**src/rtl/feeder_pkg.sv**
```systemverilog
package feeder_pkg;
  localparam int ADDR_W = 3;

  typedef enum logic [ADDR_W-1:0] {
    REG_CTRL  = 3'd0,
    REG_DFLT  = 3'd1,
    REG_LEFT  = 3'd2,
    REG_RIGHT = 3'd3,
    REG_CLR   = 3'd4
  } reg_addr_e;

  localparam int NUM_CH = 2;
  localparam int CH_L   = 0;
  localparam int CH_R   = 1;
endpackage

```
**src/rtl/tick_divider.sv**
```systemverilog
module tick_divider #(
  parameter int DIV_W = 7
) (
  input  logic             clk,
  input  logic             rst,
  input  logic             restart,
  input  logic [DIV_W-1:0] ratio,
  output logic             tick
);
  logic [DIV_W-1:0] cnt_q;

  assign tick = (cnt_q == ratio);

  always_ff @(posedge clk) begin
    if (rst || restart) begin
      cnt_q <= '0;
    end else if (tick) begin
      cnt_q <= '0;
    end else begin
      cnt_q <= cnt_q + 1'b1;
    end
  end
endmodule

```
**src/rtl/frame_counter.sv**
```systemverilog
module frame_counter #(
  parameter int FRAME_LOG2 = 8
) (
  input  logic clk,
  input  logic rst,
  input  logic tick,
  output logic frame_end
);
  logic [FRAME_LOG2-1:0] pos_q;

  assign frame_end = tick && (pos_q == {FRAME_LOG2{1'b1}});

  always_ff @(posedge clk) begin
    if (rst) begin
      pos_q <= '0;
    end else if (tick) begin
      pos_q <= pos_q + 1'b1;
    end
  end
endmodule

```
**src/rtl/channel_slot.sv**
```systemverilog
module channel_slot #(
  parameter int DATA_W = 16
) (
  input  logic              clk,
  input  logic              rst,
  input  logic              load,
  input  logic [DATA_W-1:0] load_data,
  input  logic              consume,
  input  logic              clr_ovf,
  output logic [DATA_W-1:0] word,
  output logic              full,
  output logic              ovf
);
  always_ff @(posedge clk) begin
    if (rst) begin
      word <= '0;
      full <= 1'b0;
      ovf  <= 1'b0;
    end else begin
      if (load) begin
        word <= load_data;
      end
      if (load) begin
        full <= 1'b1;
      end else if (consume) begin
        full <= 1'b0;
      end
      if (load && full && !consume) begin
        ovf <= 1'b1;
      end else if (clr_ovf) begin
        ovf <= 1'b0;
      end
    end
  end
endmodule

```
**src/rtl/stereo_sample_feeder.sv**
```systemverilog
module stereo_sample_feeder
  import feeder_pkg::*;
#(
  parameter int DATA_W     = 16,
  parameter int DIV_W      = 7,
  parameter int FRAME_LOG2 = 8
) (
  input  logic              clk,
  input  logic              rst,
  input  logic              wr_en,
  input  logic [2:0]        wr_addr,
  input  logic [DATA_W-1:0] wr_data,
  output logic              left_full,
  output logic              right_full,
  output logic              left_ovf,
  output logic              right_ovf,
  output logic              sample_valid,
  output logic [DATA_W-1:0] left_sample,
  output logic [DATA_W-1:0] right_sample
);
  localparam logic [DATA_W-1:0] MID_SCALE = {1'b1, {(DATA_W-1){1'b0}}};

  logic [DIV_W-1:0]  ratio_q;
  logic [DATA_W-1:0] dflt_q;
  logic              ctrl_wr;
  logic              tick;
  logic              frame_end;

  logic [DATA_W-1:0] slot_word [NUM_CH];
  logic [DATA_W-1:0] out_q     [NUM_CH];
  logic [NUM_CH-1:0] slot_full;
  logic [NUM_CH-1:0] slot_ovf;

  assign ctrl_wr = wr_en && (wr_addr == REG_CTRL);

  always_ff @(posedge clk) begin
    if (rst) begin
      ratio_q <= '0;
      dflt_q  <= MID_SCALE;
    end else if (wr_en) begin
      if (wr_addr == REG_CTRL) ratio_q <= wr_data[DIV_W-1:0];
      if (wr_addr == REG_DFLT) dflt_q  <= wr_data;
    end
  end

  tick_divider #(.DIV_W(DIV_W)) div_i (
    .clk     (clk),
    .rst     (rst),
    .restart (ctrl_wr),
    .ratio   (ratio_q),
    .tick    (tick)
  );

  frame_counter #(.FRAME_LOG2(FRAME_LOG2)) frame_i (
    .clk       (clk),
    .rst       (rst),
    .tick      (tick),
    .frame_end (frame_end)
  );

  for (genvar ch = 0; ch < NUM_CH; ch++) begin : g_ch
    localparam logic [2:0] SLOT_ADDR = (ch == CH_L) ? REG_LEFT : REG_RIGHT;
    logic load;
    logic clr;

    assign load = wr_en && (wr_addr == SLOT_ADDR);
    assign clr  = wr_en && (wr_addr == REG_CLR) && wr_data[ch];

    channel_slot #(.DATA_W(DATA_W)) slot_i (
      .clk       (clk),
      .rst       (rst),
      .load      (load),
      .load_data (wr_data),
      .consume   (frame_end),
      .clr_ovf   (clr),
      .word      (slot_word[ch]),
      .full      (slot_full[ch]),
      .ovf       (slot_ovf[ch])
    );

    always_ff @(posedge clk) begin
      if (rst) begin
        out_q[ch] <= MID_SCALE;
      end else if (frame_end) begin
        out_q[ch] <= slot_full[ch] ? slot_word[ch] : dflt_q;
      end
    end
  end

  always_ff @(posedge clk) begin
    if (rst) sample_valid <= 1'b0;
    else     sample_valid <= frame_end;
  end

  assign left_sample  = out_q[CH_L];
  assign right_sample = out_q[CH_R];
  assign left_full    = slot_full[CH_L];
  assign right_full   = slot_full[CH_R];
  assign left_ovf     = slot_ovf[CH_L];
  assign right_ovf    = slot_ovf[CH_R];
endmodule

```
**config.mk**
```make
export PLATFORM = sky130hd
export DESIGN_NAME = stereo_sample_feeder
export DESIGN_NICKNAME = d
export VERILOG_FILES = /design/src/rtl/feeder_pkg.sv /design/src/rtl/tick_divider.sv /design/src/rtl/frame_counter.sv /design/src/rtl/channel_slot.sv /design/src/rtl/stereo_sample_feeder.sv
export SDC_FILE = /design/constraint.sdc
export NUM_CORES = 1
export LEC_CHECK = 0
export BUFFER_PORTS_ARGS = -buffer_cell sky130_fd_sc_hd__buf_2
export CAP_MARGIN = 20
export CORE_AREA = 2 2 97 99
export DETAILED_ROUTE_END_ITERATION = 6
export DIE_AREA = 0 0 99 101
export GPL_TIMING_DRIVEN = 1
export PLACE_DENSITY_LB_ADDON = 0.2
export SYNTH_ARGS = -nofsm -noshare
export SYNTH_HDL_FRONTEND = slang
export SYNTH_SLANG_ARGS = --single-unit
```
**constraint.sdc**
```tcl
create_clock -name clk -period 2.53 [get_ports clk]
set_input_delay 0.6325 -clock clk [delete_from_list [all_inputs] [get_ports clk]]
set_output_delay 0.6325 -clock clk [all_outputs]
set_load 0.01 [all_outputs]
```
## After elaboration in Yosys (flattened, before gate mapping)

Memories as Yosys holds them, arrays and structs flattened.
Index checks and enable logic that the tools add are counted.

| storage, ports and cells | value |
|---|---|
| register bits | 75 |
| bits in writable memories | 32 |
| bits of input ports | 22 |
| output and inout port bits | 37 |
| word-level logic and storage cells | 59 |
| memories | 1 |

| operators by class | value |
|---|---|
| add/sub/neg operators | 2 |
| equality and inequality tests | 6 |
| mux-type cells | 16 |
| bitwise logic cells | 2 |
| reductions and logical operators | 21 |

Memory list:

| memory | words | bits a word | rd ports | clocked after Yosys merged registers in | write ports | line | text |
|---|---|---|---|---|---|---|---|
| out_q | 2 | 16 | 2 | 0 | 2 | stereo_sample_feeder.sv:30 | `logic [DATA_W-1:0] out_q [NUM_CH];` |

Operators by type and width:

| kind | number |
|---|---|
| 16-bit two-way mux | 4 |
| 1-bit two-way mux | 12 |
| 1-bit logical AND | 11 |
| 8-bit by 1-bit adder with 8-bit output, second input constant | 1 |
| 8-bit == test, second input constant | 1 |
| 2-bit nonzero test | 4 |
| 7-bit by 1-bit adder with 7-bit output, second input constant | 1 |
| 7-bit == test | 1 |
| 3-bit by 2-bit == test with 1-bit output, second input constant | 2 |
| 2-bit AND reduction | 2 |
| 3-bit by 1-bit == test with 1-bit output, second input constant | 1 |
| 3-bit == test, second input constant | 1 |
| 3-bit zero test | 1 |
| 1-bit bitwise OR | 2 |
| 2-bit OR reduction | 1 |
| 1-bit zero test | 1 |
| 1-bit logical OR | 1 |

## Depth between registers and ports, before layout

| depth | value |
|---|---|
| depth in word-level cells | 6 |
| gate-level depth with buffers | 7 |
| gate-level depth less buffers | 5 |

## By module

Synthesis repeated with hierarchy kept, for this count alone.

| unflattened totals | value |
|---|---|
| cell total of the unflattened synthesis | 409 |
| area, all modules | 4621.9 um2 |

By module, submodules not included:

| module | instances | cells an instance | area each (um2) | seq. area each (um2) |
|---|---|---|---|---|
| stereo_sample_feeder | 1 | 208 | 2519.9 | 1441.4 |
| channel_slot | 2 | 59 | 666.9 | 360.3 |
| tick_divider | 1 | 44 | 414.1 | 140.1 |
| frame_counter | 1 | 39 | 354.1 | 160.2 |

## Worst setup path before layout

OpenSTA, ideal clock, no wires.

| timing path | value |
|---|---|
| path kind | input to register |
| from | input port rst |
| to | memory out_q[0][0], enable pin |
| library setup time | 0.390 ns |
| data arrival time | 1.946 ns |
| data required time | 2.140 ns |
| slack | 0.194 ns |
| stages on the path | 3 |
| path buffers | 2 |
| path through | clkbuf_1 clkbuf_1 a41o_1 |

RTL lines:

| item | line | text |
|---|---|---|
| from (decl) | stereo_sample_feeder.sv:9 | `input logic rst,` |
| to (decl) | stereo_sample_feeder.sv:30 |  |

## Worst setup path after layout

| timing path | value |
|---|---|
| from | register g_ch[1].slot_i.full |
| to | output port right_full |

RTL lines:

| item | line | text |
|---|---|---|
| from (decl) | channel_slot.sv:11 | `output logic full,` |
| from (signal assigned) | channel_slot.sv:17 | `full <= 1'b0;` |
| from (signal assigned) | channel_slot.sv:24 | `full <= 1'b1;` |
| from (signal assigned) | channel_slot.sv:26 | `full <= 1'b0;` |
| to (decl) | stereo_sample_feeder.sv:14 | `output logic right_full,` |

No word-level cell between the ends.

==> metrics.txt <==
Comb power frac=7.7%; Cell Area, Synth=4370 um^2; Initial DRT Pass Iterations=4; share of post-route cells with drive strength above 1=18.5%; synthesized area per cell=9.57 um^2; warnings from Yosys=0; Synth top area share=34.3%; Post-synth ARST share=0%; crit path DAT=1360 ps; CTS resizes=0; dominant cells by area after synthesis=dfxtp_1, edfxtp_1, nand2_1; DIE WIDTH=99 um; global-route wire length before repair=15,300 um; Hold Crit Class=flop to flop; unrepaired setup endpoints after global routing=no; hold_sp=g_ch[0].slot_i.word[6]; hold endpoint=g_ch[0].slot_i.word[6]; post-synthesis sequential area ratio=56.3%; Starting Density=48.7%; CP required=1900 ps; fin nets=537; DR iter-0 viols=97; drt wl/cell=15.0 um; hold path depth=2; Fin. Hold Viols=0; Post-synth top cells=nand2_1, dfxtp_1, a21oi_1; Clock Power Share=33.2%; crit path buf inv count=1; sw frac=24.4%; initial antenna violation count=0; synthesis-to-layout area growth=14.7%; cell-internal power=2.35 mW; min Tclk post-route=1990 ps; gp weighted congestion=0.806; Worst Setup End Kind=output port; clock sink count=107; io pins=59; PD cells=621 nW/um^2; Post-CTS Setup Bufs=0; r2r setup slk=550 ps; critical-path cell list=buf_2; vias per cell=5.28; Slew HR=56.6%; Crit path largest cell delay=750 ps; Worst Skew=9.97 ps; largest net degree at the start of global routing=40; Total Wirelength=9460 um; clk root buf=clkbuf_8; CTS tree=done; final worst slack=540 ps; Post-Syn Instances=457; post-place instance area=4820 um^2; CP delay by family, top=flip-flops; Setup CP Type=flop to output port; input/output buffers=58; synth unique cells=37; CTS max path bufs=2; Vias=3,323; worst-margin pin slew=649 ps; post-synth top area cell=dfxtp_1; fin crit share=78.6%; Startpoint Class=flop; CTS hold repair buffers=0; vias in the first global route=3,086; Diodes inserted=0; Routed Antenna Nets=0; NetSw=761 uW; Post-synth EDFFs=32; Crit-path slowest cell=dfxtp_1; DIE HEIGHT=101 um; die area=10000 um^2; TNS Setup=0 ps; grt ovf=0; sequential share of power=59.0%; Clock transition at path regs=90 ps; Worst Reg2Reg Path Length in Cells=5; Clock Latency Late Sink=370 ps; max frequency=0.503 GHz; FF+latch count, synth=107; reg2reg start=frame_i.pos_q[0]; outcome=finished clean; Leak=1.78 nW; Post-route DRC=0; Reg-to-Reg End=out_q[1][12]; count leader, synth=nand2_1; Mapped Nets=481; crit path max fanout=12; gr usage total=19.4%; pins over their slew limit=0; placement row count=35; Final setup viols=0; Synth Flop Type=dfxtp_1; dpl ws=524 ps; Layout Cell Area excl Fill=5020 um^2; core footprint=8980 um^2; max cap viols=0; VDD IR max=0.000270 V; H-tree depth=3; cts bufs inserted=9; HPWL Detailed=6520 um; critical path depth=1
power groups by stage:
stage               Combinational, mW  Sequential [mW]  Clock, mW
finish                          0.241             1.84       1.04
CTS                             0.241             1.84       1.05
global route                    0.270             1.84       1.11
global placement                0.235             1.88          0
detailed placement              0.239             1.88          0
floorplan                       0.143             1.88          0
tightest hold or removal path, stage by stage, from the launching register on:
cell     delay, ps
dfxtp_1        320
nand2_1         50
a21oi_1         50
layout by cell type (no fill, tap or decap), types with 2 or more instances in the layout:
master    count
nand3_1       7
buf_4        16
dfxtp_1      75
buf_2        58
xnor2_1      10
and3b_1       2
xor2_1        2
nor2b_1       6
nand2b_1      2
clkbuf_8      9
nor3_1        2
inv_1         4
mux2_2        3
and3_1        3
a211o_1       2
nor2_1       51
edfxtp_1     32
mux2i_1      37
nand2_1      99
o31ai_1       5
nand3b_1      3
nand4_1       2
or4_1         4
a211oi_1      2
o21ai_0       2
a21oi_1      58
ha_1          2
clkinv_1      2
buf_12        2
nor4_1        2
or3_1         2
sequential cells by signal (all words and copies together), names as in the netlist:
register          flops
g_ch.slot_i.ovf       2
frame_i.pos_q         8
ratio_q               7
div_i.cnt_q           7
sample_valid          1
g_ch.slot_i.full      2
out_q                32
dflt_q               16
g_ch.slot_i.word     32
final cells by class:
type | count | area (um^2)
Fill cell | 806 | 3960
Clock buffer | 9 | 124
Clock inverter | 7 | 67.6
Timing Repair Buffer | 76 | 450
Inverter | 4 | 15.0
Sequential cell | 107 | 2460
Multi-Input combinational cell | 315 | 1760
Tap cell | 111 | 139
through the flow:
step | hold slack, ps | power, mW | std cells | util [%]
floorplan | 436 | 2.02 | 457 | -
global placement | 441 | 2.11 | 613 | 53.7
detailed placement | 448 | 2.12 | 613 | 53.7
CTS | 461 | 3.13 | 629 | 55.9
global route | 477 | 3.23 | 629 | 55.9
finish | 459 | 3.11 | 629 | 55.9
per-layer routing:
metal | global-route usage [%] | wire [um] | up-vias
li1 | - | - | 1665
met1 | 25.6 | 4310 | 1573
met2 | 32.1 | 4520 | 72
met4 | 6.53 | 153 | 0
met3 | 3.88 | 481 | 13
met5 | 0 | 0 | -
worst max path at each step:
| stage | startpoint | endpoint | slack (ps) |
|---|---|---|---|
| 3_5_place_dp | frame_i.pos_q[0] | out_q[1][12] | 520 |
| 3_3_place_gp | frame_i.pos_q[0] | out_q[1][15] | 550 |
| 6_report | g_ch[1].slot_i.full | right_full | 540 |
| 5_1_grt | frame_i.pos_q[0] | out_q[0][14] | 410 |
| 2_1_floorplan | rst | out_q[0][0] | 190 |
| 4_1_cts | g_ch[1].slot_i.full | right_full | 500 |
kinds of logic (layout without fill, tap and decap cells):
family / Yosys count / count (layout) / synth area share [%]
fa+ha+maj: 2 / 2 / 0.572
buf+inv: 35 / 96 / 3.66
simple gates: 190 / 190 / 19.0
flops: 107 / 107 / 56.3
xor+xnor: 12 / 12 / 2.40
compound gates: 71 / 71 / 8.81
mux: 40 / 40 / 9.24
(Power assumes the default switching activity.)
